### src/rtl/lbr_pkg.sv
// Package: shared register addresses and the control-register layout for
// the last-branch-record capture unit. Assumes a 3-bit register address.
package lbr_pkg;
    localparam int REG_AW = 3;
    localparam int CTL_W  = 2;

    typedef enum logic [REG_AW-1:0] {
        SEL_CTRL   = 3'd0,
        SEL_BR_SRC = 3'd1,
        SEL_BR_DST = 3'd2,
        SEL_EX_SRC = 3'd3,
        SEL_EX_DST = 3'd4
    } reg_sel_e;

    typedef struct packed {
        logic step_on_xfer;
        logic rec_on;
    } dbgctl_t;
endpackage

### src/rtl/lbr_ctl_reg.sv
// Module: debug-control register. Holds the arm bit and the branch-step bit.
// A software write loads both bits. Trap entry clears only the arm bit and
// wins over a write in the same cycle. Assumes wr_hit is already decoded.
module lbr_ctl_reg
    import lbr_pkg::*;
(
    input  logic    clk,
    input  logic    rst_n,
    input  logic    wr_hit,
    input  logic    wr_rec,
    input  logic    wr_step,
    input  logic    trap_enter,
    output dbgctl_t ctl
);

    // Register update: software load first, hardware disarm overrides.
    always_ff @(posedge clk) begin
        if (!rst_n) begin
            ctl <= '0;
        end else begin
            if (wr_hit) begin
                ctl.rec_on       <= wr_rec;
                ctl.step_on_xfer <= wr_step;
            end
            if (trap_enter) begin
                ctl.rec_on <= 1'b0;
            end
        end
    end


    trap_disarms_chk: assert property (@(posedge clk) disable iff (!rst_n)
        trap_enter |=> !ctl.rec_on);


    trap_keeps_step_chk: assert property (@(posedge clk) disable iff (!rst_n)
        (trap_enter && !wr_hit) |=> ctl.step_on_xfer == $past(ctl.step_on_xfer));


    trap_with_write_chk: assert property (@(posedge clk) disable iff (!rst_n)
        (trap_enter && wr_hit) |=> (!ctl.rec_on && ctl.step_on_xfer == $past(wr_step)));


    write_lands_chk: assert property (@(posedge clk) disable iff (!rst_n)
        (wr_hit && !trap_enter) |=> (ctl.rec_on == $past(wr_rec) &&
                                     ctl.step_on_xfer == $past(wr_step)));

endmodule

### src/rtl/lbr_rec_pair.sv
// Module: one source/destination record pair. Loads both addresses when
// the unit is armed and an event strobe arrives. Otherwise it holds.
// Assumes 'arm' is the arm state before any same-cycle trap entry.
module lbr_rec_pair #(
    parameter int XW = 64
) (
    input  logic          clk,
    input  logic          rst_n,
    input  logic          arm,
    input  logic          ev,
    input  logic [XW-1:0] src,
    input  logic [XW-1:0] dst,
    output logic [XW-1:0] from_q,
    output logic [XW-1:0] to_q
);

    logic take;
    // Capture qualifier.
    always_comb take = arm && ev;

    // Record storage.
    always_ff @(posedge clk) begin
        if (!rst_n) begin
            from_q <= '0;
            to_q   <= '0;
        end else if (take) begin
            from_q <= src;
            to_q   <= dst;
        end
    end


    capture_chk: assert property (@(posedge clk) disable iff (!rst_n)
        (arm && ev) |=> (from_q == $past(src) && to_q == $past(dst)));


    hold_chk: assert property (@(posedge clk) disable iff (!rst_n)
        !(arm && ev) |=> ($stable(from_q) && $stable(to_q)));

endmodule

### src/rtl/lbr_rd_mux.sv
// Module: read-side selector. Returns the control bits zero-extended at
// address 0, the four records at addresses 1 to 4, and zero elsewhere.
module lbr_rd_mux
    import lbr_pkg::*;
#(
    parameter int XW = 64
) (
    input  logic [REG_AW-1:0] sel,
    input  dbgctl_t           ctl,
    input  logic [XW-1:0]     br_src,
    input  logic [XW-1:0]     br_dst,
    input  logic [XW-1:0]     ex_src,
    input  logic [XW-1:0]     ex_dst,
    output logic [XW-1:0]     rdata
);

    // Address decode for reads.
    always_comb begin
        rdata = '0;
        case (sel)
            SEL_CTRL:   rdata[CTL_W-1:0] = ctl;
            SEL_BR_SRC: rdata = br_src;
            SEL_BR_DST: rdata = br_dst;
            SEL_EX_SRC: rdata = ex_src;
            SEL_EX_DST: rdata = ex_dst;
            default:    rdata = '0;
        endcase
    end

endmodule

### src/rtl/lbr_capture_top.sv
// Module: last-branch-record capture unit top. It ties the control register,
// two record pairs (transfer and exception, built by a generate loop) and
// the read selector together. Record addresses accept no writes.
module lbr_capture_top
    import lbr_pkg::*;
#(
    parameter int XW = 64
) (
    input  logic              clk,
    input  logic              rst_n,
    input  logic              br_fire,
    input  logic [XW-1:0]     br_from,
    input  logic [XW-1:0]     br_to,
    input  logic              exc_fire,
    input  logic [XW-1:0]     exc_from,
    input  logic [XW-1:0]     exc_to,
    input  logic              trap_enter,
    input  logic              wr_en,
    input  logic [REG_AW-1:0] wr_addr,
    input  logic [CTL_W-1:0]  wr_data,
    input  logic [REG_AW-1:0] rd_addr,
    output logic [XW-1:0]     rd_data,
    output logic              rec_armed,
    output logic              step_on_xfer
);

    localparam int NPAIR = 2;

    dbgctl_t       ctl;
    logic          ctl_hit;
    logic          ev_v   [NPAIR];
    logic [XW-1:0] ev_src [NPAIR];
    logic [XW-1:0] ev_dst [NPAIR];
    logic [XW-1:0] rec_f  [NPAIR];
    logic [XW-1:0] rec_t  [NPAIR];

    // Write decode: only the control address accepts writes.
    always_comb ctl_hit = wr_en && (wr_addr == SEL_CTRL);

    // Event routing: index 0 is transfers, index 1 is exceptions.
    always_comb begin
        ev_v[0]   = br_fire;
        ev_src[0] = br_from;
        ev_dst[0] = br_to;
        ev_v[1]   = exc_fire;
        ev_src[1] = exc_from;
        ev_dst[1] = exc_to;
    end

    lbr_ctl_reg u_ctl (
        .clk        (clk),
        .rst_n      (rst_n),
        .wr_hit     (ctl_hit),
        .wr_rec     (wr_data[0]),
        .wr_step    (wr_data[1]),
        .trap_enter (trap_enter),
        .ctl        (ctl)
    );

    for (genvar g = 0; g < NPAIR; g++) begin : g_pair
        lbr_rec_pair #(.XW(XW)) u_pair (
            .clk    (clk),
            .rst_n  (rst_n),
            .arm    (ctl.rec_on),
            .ev     (ev_v[g]),
            .src    (ev_src[g]),
            .dst    (ev_dst[g]),
            .from_q (rec_f[g]),
            .to_q   (rec_t[g])
        );
    end

    lbr_rd_mux #(.XW(XW)) u_rd (
        .sel    (rd_addr),
        .ctl    (ctl),
        .br_src (rec_f[0]),
        .br_dst (rec_t[0]),
        .ex_src (rec_f[1]),
        .ex_dst (rec_t[1]),
        .rdata  (rd_data)
    );

    // Status outputs for the trap logic.
    always_comb begin
        rec_armed    = ctl.rec_on;
        step_on_xfer = ctl.step_on_xfer;
    end


    unmapped_zero_chk: assert property (@(posedge clk) disable iff (!rst_n)
        (rd_addr > 3'd4) |-> (rd_data == '0));


    rec_write_ignored_chk: assert property (@(posedge clk) disable iff (!rst_n)
        (wr_en && wr_addr != 3'd0 && !br_fire && !exc_fire) |=>
            ($stable(rec_f[0]) && $stable(rec_t[1])));


    exc_spares_branch_chk: assert property (@(posedge clk) disable iff (!rst_n)
        (exc_fire && !br_fire) |=> ($stable(rec_f[0]) && $stable(rec_t[0])));


    trap_same_cycle_capture_chk: assert property (@(posedge clk) disable iff (!rst_n)
        (trap_enter && rec_armed && br_fire) |=> (rec_f[0] == $past(br_from)));

endmodule

### config.mk
export PLATFORM = sky130hd
export DESIGN_NAME = lbr_capture_top
export DESIGN_NICKNAME = d
export VERILOG_FILES = /design/src/rtl/lbr_pkg.sv /design/src/rtl/lbr_ctl_reg.sv /design/src/rtl/lbr_rec_pair.sv /design/src/rtl/lbr_rd_mux.sv /design/src/rtl/lbr_capture_top.sv
export SDC_FILE = /design/constraint.sdc
export NUM_CORES = 1
export LEC_CHECK = 0
export BUFFER_PORTS_ARGS = -buffer_cell sky130_fd_sc_hd__buf_2
export CAP_MARGIN = 20
export CORE_MARGIN = 4
export CORE_UTILIZATION = 23
export CTS_BUF_LIST = sky130_fd_sc_hd__clkbuf_4 sky130_fd_sc_hd__clkbuf_8
export CTS_CLUSTER_DIAMETER = 50
export DETAILED_ROUTE_END_ITERATION = 10
export SLEW_MARGIN = 20
export SYNTH_ARGS = -nofsm -noshare
export SYNTH_HDL_FRONTEND = slang
export SYNTH_SLANG_ARGS = --single-unit
### constraint.sdc
create_clock -name clk -period 1.4 [get_ports clk]
set_input_delay 0.14 -clock clk [delete_from_list [all_inputs] [get_ports clk]]
set_output_delay 0.14 -clock clk [all_outputs]
set_load 0.02 [all_outputs]
Word-level counts from Yosys, hierarchy flattened
Cells that the tools add are included.
{"block": "totals", "out_inout_bits": 66, "register_bits": 258}
{"block": "classes", "n_mux": 2, "bitwise": 1, "n_reduce_logical": 6, "n_eq_ne": 4}
{"cell": "$pmux W62 S4", "n": 1}
{"cell": "$pmux W2 S5", "n": 1}
{"cell": "$eq A3 B2 Y1 const B", "n": 2}
{"cell": "$logic_not A3 Y1", "n": 2}
{"cell": "$eq A3 B1 Y1 const B", "n": 1}
{"cell": "$eq A3 B3 Y1 const B", "n": 1}
{"cell": "$logic_and A1 B1 Y1", "n": 3}
{"cell": "$reduce_or A2 Y1", "n": 1}
{"cell": "$not A1 Y1", "n": 1}

Logic depth before layout (Yosys ltp)
{"block": "depth", "ltp_word": 2, "mapped_depth": 5, "depth_no_buf": 3}

Hierarchy
A second synthesis with hierarchy kept.
{"block": "hier_totals", "hier_cells": 1410, "area_unflattened_um2": 11798.8}
{"module": "lbr_rec_pair", "cells_each": 583, "n_inst": 2, "area_per_inst_um2": 4854.7}
{"module": "lbr_rd_mux", "cells_each": 237, "n_inst": 1, "area_per_inst_um2": 1995.7}
{"module": "lbr_ctl_reg", "cells_each": 6, "n_inst": 1, "area_per_inst_um2": 78.8}
{"module": "lbr_capture_top", "cells_each": 1, "n_inst": 1, "area_per_inst_um2": 15.0}

Least setup slack after synthesis
OpenSTA, ideal clock, no wires.
{"block": "synth_path", "path_kind": "register to output", "startpoint": "reg u_ctl.ctl[1] (netlist name)", "endpoint": "out rd_data[1]", "path_stages_with_launch": 3, "slack_ps": 133, "n_path_buf": 0, "arrival_ps": 1127, "path_cell_list": "dfxtp_1 > mux2i_1 > o311ai_1"}
{"block": "synth_via", "elab_chain_len": 1}
{"element": "$pmux W2 S5", "line": "lbr_rd_mux.sv:20", "source": "case (sel)"}
{"element": "end: declaration", "line": "lbr_capture_top.sv:22", "source": "output logic [XW-1:0] rd_data,"}
Every way passes these cells.

Final worst setup path
{"block": "layout_path", "startpoint": "reg g_pair[1].u_pair.from_q[0]", "endpoint": "out rd_data[0]"}
{"block": "layout_via", "elab_chain_len": 1}
{"element": "start: declaration", "line": "lbr_rec_pair.sv:13", "source": "output logic [XW-1:0] from_q,"}
{"element": "start signal: assignment", "line": "lbr_rec_pair.sv:27", "source": "from_q <= src;"}
{"element": "$pmux W2 S5", "line": "lbr_rd_mux.sv:20"}
Every way passes these cells.

==> flow_metrics.env <==
export IMPL_timing_rr_start="u_ctl.ctl[0]"
export IMPL_period_share=1.20
export IMPL_fillers=5122
export IMPL_vias_per_cell=4.55
export IMPL_cts_sinks=258
export IMPL_io_buffers=335
export IMPL_synth_area_sq_um=12900
export IMPL_clkTransAtPathRegs_ns=0.06
export IMPL_cp_max_fo=2
export IMPL_synth_seq_area_share=0.402
export IMPL_syn_nets=1625
export IMPL_synthCells=1355
export IMPL_cts_max_path_buffers=3
export IMPL_power_leakage_nw=8.16
export IMPL_yosys_area_top_type_share=0.402
export IMPL_fin_ws_ns=-0.283
export IMPL_rsz0062_at_grt="yes"
export IMPL_synth_top_area_cell="dfxtp_1"
export IMPL_clkLatencyLatePin_ns=0.60
export IMPL_dieArea_sq_um=59700
export IMPL_grt_max_degree=88
export IMPL_rows=86
export IMPL_critical_path_required_ns=1.26
export IMPL_io_pins=336
export IMPL_cp_end_kind="output pin"
export IMPL_die_w_um=244
export IMPL_synth_seq_cells=258
export IMPL_slew_violations=0
export IMPL_violations="setup timing"
export IMPL_htreeDepth=2
export IMPL_hp_class="input port to flip-flop"
export IMPL_final_cell_count_no_fill=2856
export IMPL_worst_slew_pin_slew_ns=0.352
export IMPL_drive_above_1_share=0.604
export IMPL_core_sq_um=55200
export IMPL_place_inst=2431
export IMPL_die_y_um=244
export IMPL_drt_total_wl_mm=56.9
export IMPL_drt_iter0_drc=659
export IMPL_grt_usage=0.153
export IMPL_grt_pass1_vias=13100
export IMPL_worstHoldStart="wr_addr[2]"
export IMPL_vias=13000
export IMPL_drtPass1Iterations=6
export IMPL_top_layer="met5"
export IMPL_place_ws_ns=-0.118
export IMPL_finalCriticalPeriod_ns=1.68
export IMPL_detail_route_antenna_nets=0
export IMPL_yosysWarnings=0
export IMPL_multi_input_area_sq_um=7540
export IMPL_antenna_found_initial=9
export IMPL_grt_first_pass_wirelength_mm=72.2
export IMPL_crit_path_start="g_pair[1].u_pair.from_q[0]"
export IMPL_routed_wl_met3_mm=3.79
export IMPL_critical_path_class="flip-flop to output pin"
export IMPL_setup_viol=320
export IMPL_routabilityCongestion=0.854
export IMPL_synthDistinctLibCells=26
export IMPL_cp_arrival_ns=1.54
export IMPL_grt_overflow_total=0
export IMPL_synth_area_top_cells="dfxtp_1, a21boi_2, nand2_2"
export IMPL_p_per_area_nw_per_um2=793
export IMPL_wl_met2_mm=27.6
export IMPL_initial_utilization=0.233
export IMPL_startpoint_type="flip-flop"
export IMPL_max_freq_mhz=594
export IMPL_syn_to_final_growth_pct=71.1
export IMPL_drt_met1_wl_mm=23.7
export IMPL_slew_headroom=0.765
export IMPL_skew_ns=0.0110
export IMPL_cts_root_buf="clkbuf_8"
export IMPL_hold_viol=0
export IMPL_dp_hpwl_mm=31.6
export IMPL_wire_per_inst_um=19.9
export IMPL_peakVddDrop_mv=0.576
export IMPL_nNetsFinal=2333
export IMPL_maxCapViolations=0
export IMPL_cts_inserted_buffers=51
export IMPL_whs_ns=0.141
export IMPL_syn_area_per_cell_sq_um=9.49
export IMPL_drc=0
export IMPL_cts_tree="yes"
export IMPL_register_area_sq_um=5340
export IMPL_status="finished, violations left"
sequential cells by signal (all words and copies together), names as in the netlist:
name	cells
u_ctl.ctl	2
g_pair.u_pair.to_q	128
g_pair.u_pair.from_q	128
layer usage:
| metal | vias to the layer above | track usage |
|---|---|---|
| li1 | 6053 | - |
| met1 | 6252 | 0.188 |
| met2 | 560 | 0.260 |
| met3 | 133 | 0.0338 |
| met4 | 6 | 0.0613 |
| met5 | - | 0 |
layout make-up:
| type | instances | share of cell area |
|---|---|---|
| diodes | 7 | 0.000796 |
| clock buffers | 77 | 0.0436 |
| clock inverters | 14 | 0.00500 |
| multi-input cells | 977 | 0.343 |
| flip-flops and latches | 258 | 0.242 |
| well taps | 748 | 0.0425 |
| repair buffers | 775 | 0.323 |
path summary, 6_finish.rpt:
path                                  to  slack, ns  cells after the start
max                           rd_data[0]      -0.28                      4
min                         u_ctl.ctl[0]       0.14                      5
max reg2reg    g_pair[0].u_pair.to_q[32]      -0.21                      8
min reg2reg  g_pair[1].u_pair.from_q[39]       0.45                      2
synth_stat cells, drive strengths merged:
cell type	instances
o22ai	62
mux2	2
and2	2
and2b	1
a22oi	62
buf	81
mux2i	66
nand3	1
or3	1
nor2b	2
dfxtp	258
o311ai	1
nand3b	2
a21boi	256
nor3b	1
nor4b	1
clkbuf	39
nand2b	1
nand2	516
worst max-delay path, cell delays in order, from the launching register on:
cell and delay, ns:
dfxtp_1 0.34, mux2_2 0.29, nand2_1 0.08, nand3_2 0.10
buf_6 0.14
cells by family (layout without fill, tap and decap cells):
group	Yosys count	after routing	share of synthesized area
other	0	7	0
DFF	258	258	0.402
AOI/OAI and AO/OA	381	381	0.275
muxes	68	68	0.0531
buffers and inverters	120	866	0.0727
and+or+nand+nor	528	528	0.197
per-stage QoR:
stage                     instance area [sq um]   util  setup TNS [ns]  total power, W
after CTS                                 20000  0.362          -12.19          0.0175
after global placement                    15800  0.287           -1.50         0.00884
after detailed placement                  15800  0.287           -1.58         0.00885
final                                     22000  0.399          -35.05          0.0175
after floorplan                           12900      -               0         0.00806
after global routing                      22000  0.398          -54.75          0.0181
where the power goes:
group	switching, W	internal (W)
Combinational	0.000859	0.00119
Clock	0.00346	0.00456
Sequential	0.0000174	0.00736
placed cells by master, fill, tap and decap left out, types with 30 or more instances in the layout:
cell / instances
clkbuf_8: 61
buf_6: 43
o22ai_1: 48
mux2i_1: 49
a21boi_1: 40
dfxtp_2: 121
dfxtp_1: 132
nand2_2: 211
buf_2: 270
buf_12: 38
a22oi_1: 30
buf_4: 114
dlygate4sd3_1: 261
a21boi_2: 213
nand2_1: 263
nand2_4: 40
a22oi_2: 32
timing repair:
action                                 in CTS  in global routing
buffers inserted                            1                 32
gates cloned                                0                 35
hold buffers                              261                  0
endpoints found under the hold margin     258                  0
pin swaps                                  60                100
resized for setup                         178                285
setup endpoints to repair                  66                269
No activity file was read; power rests on OpenSTA's default activity.
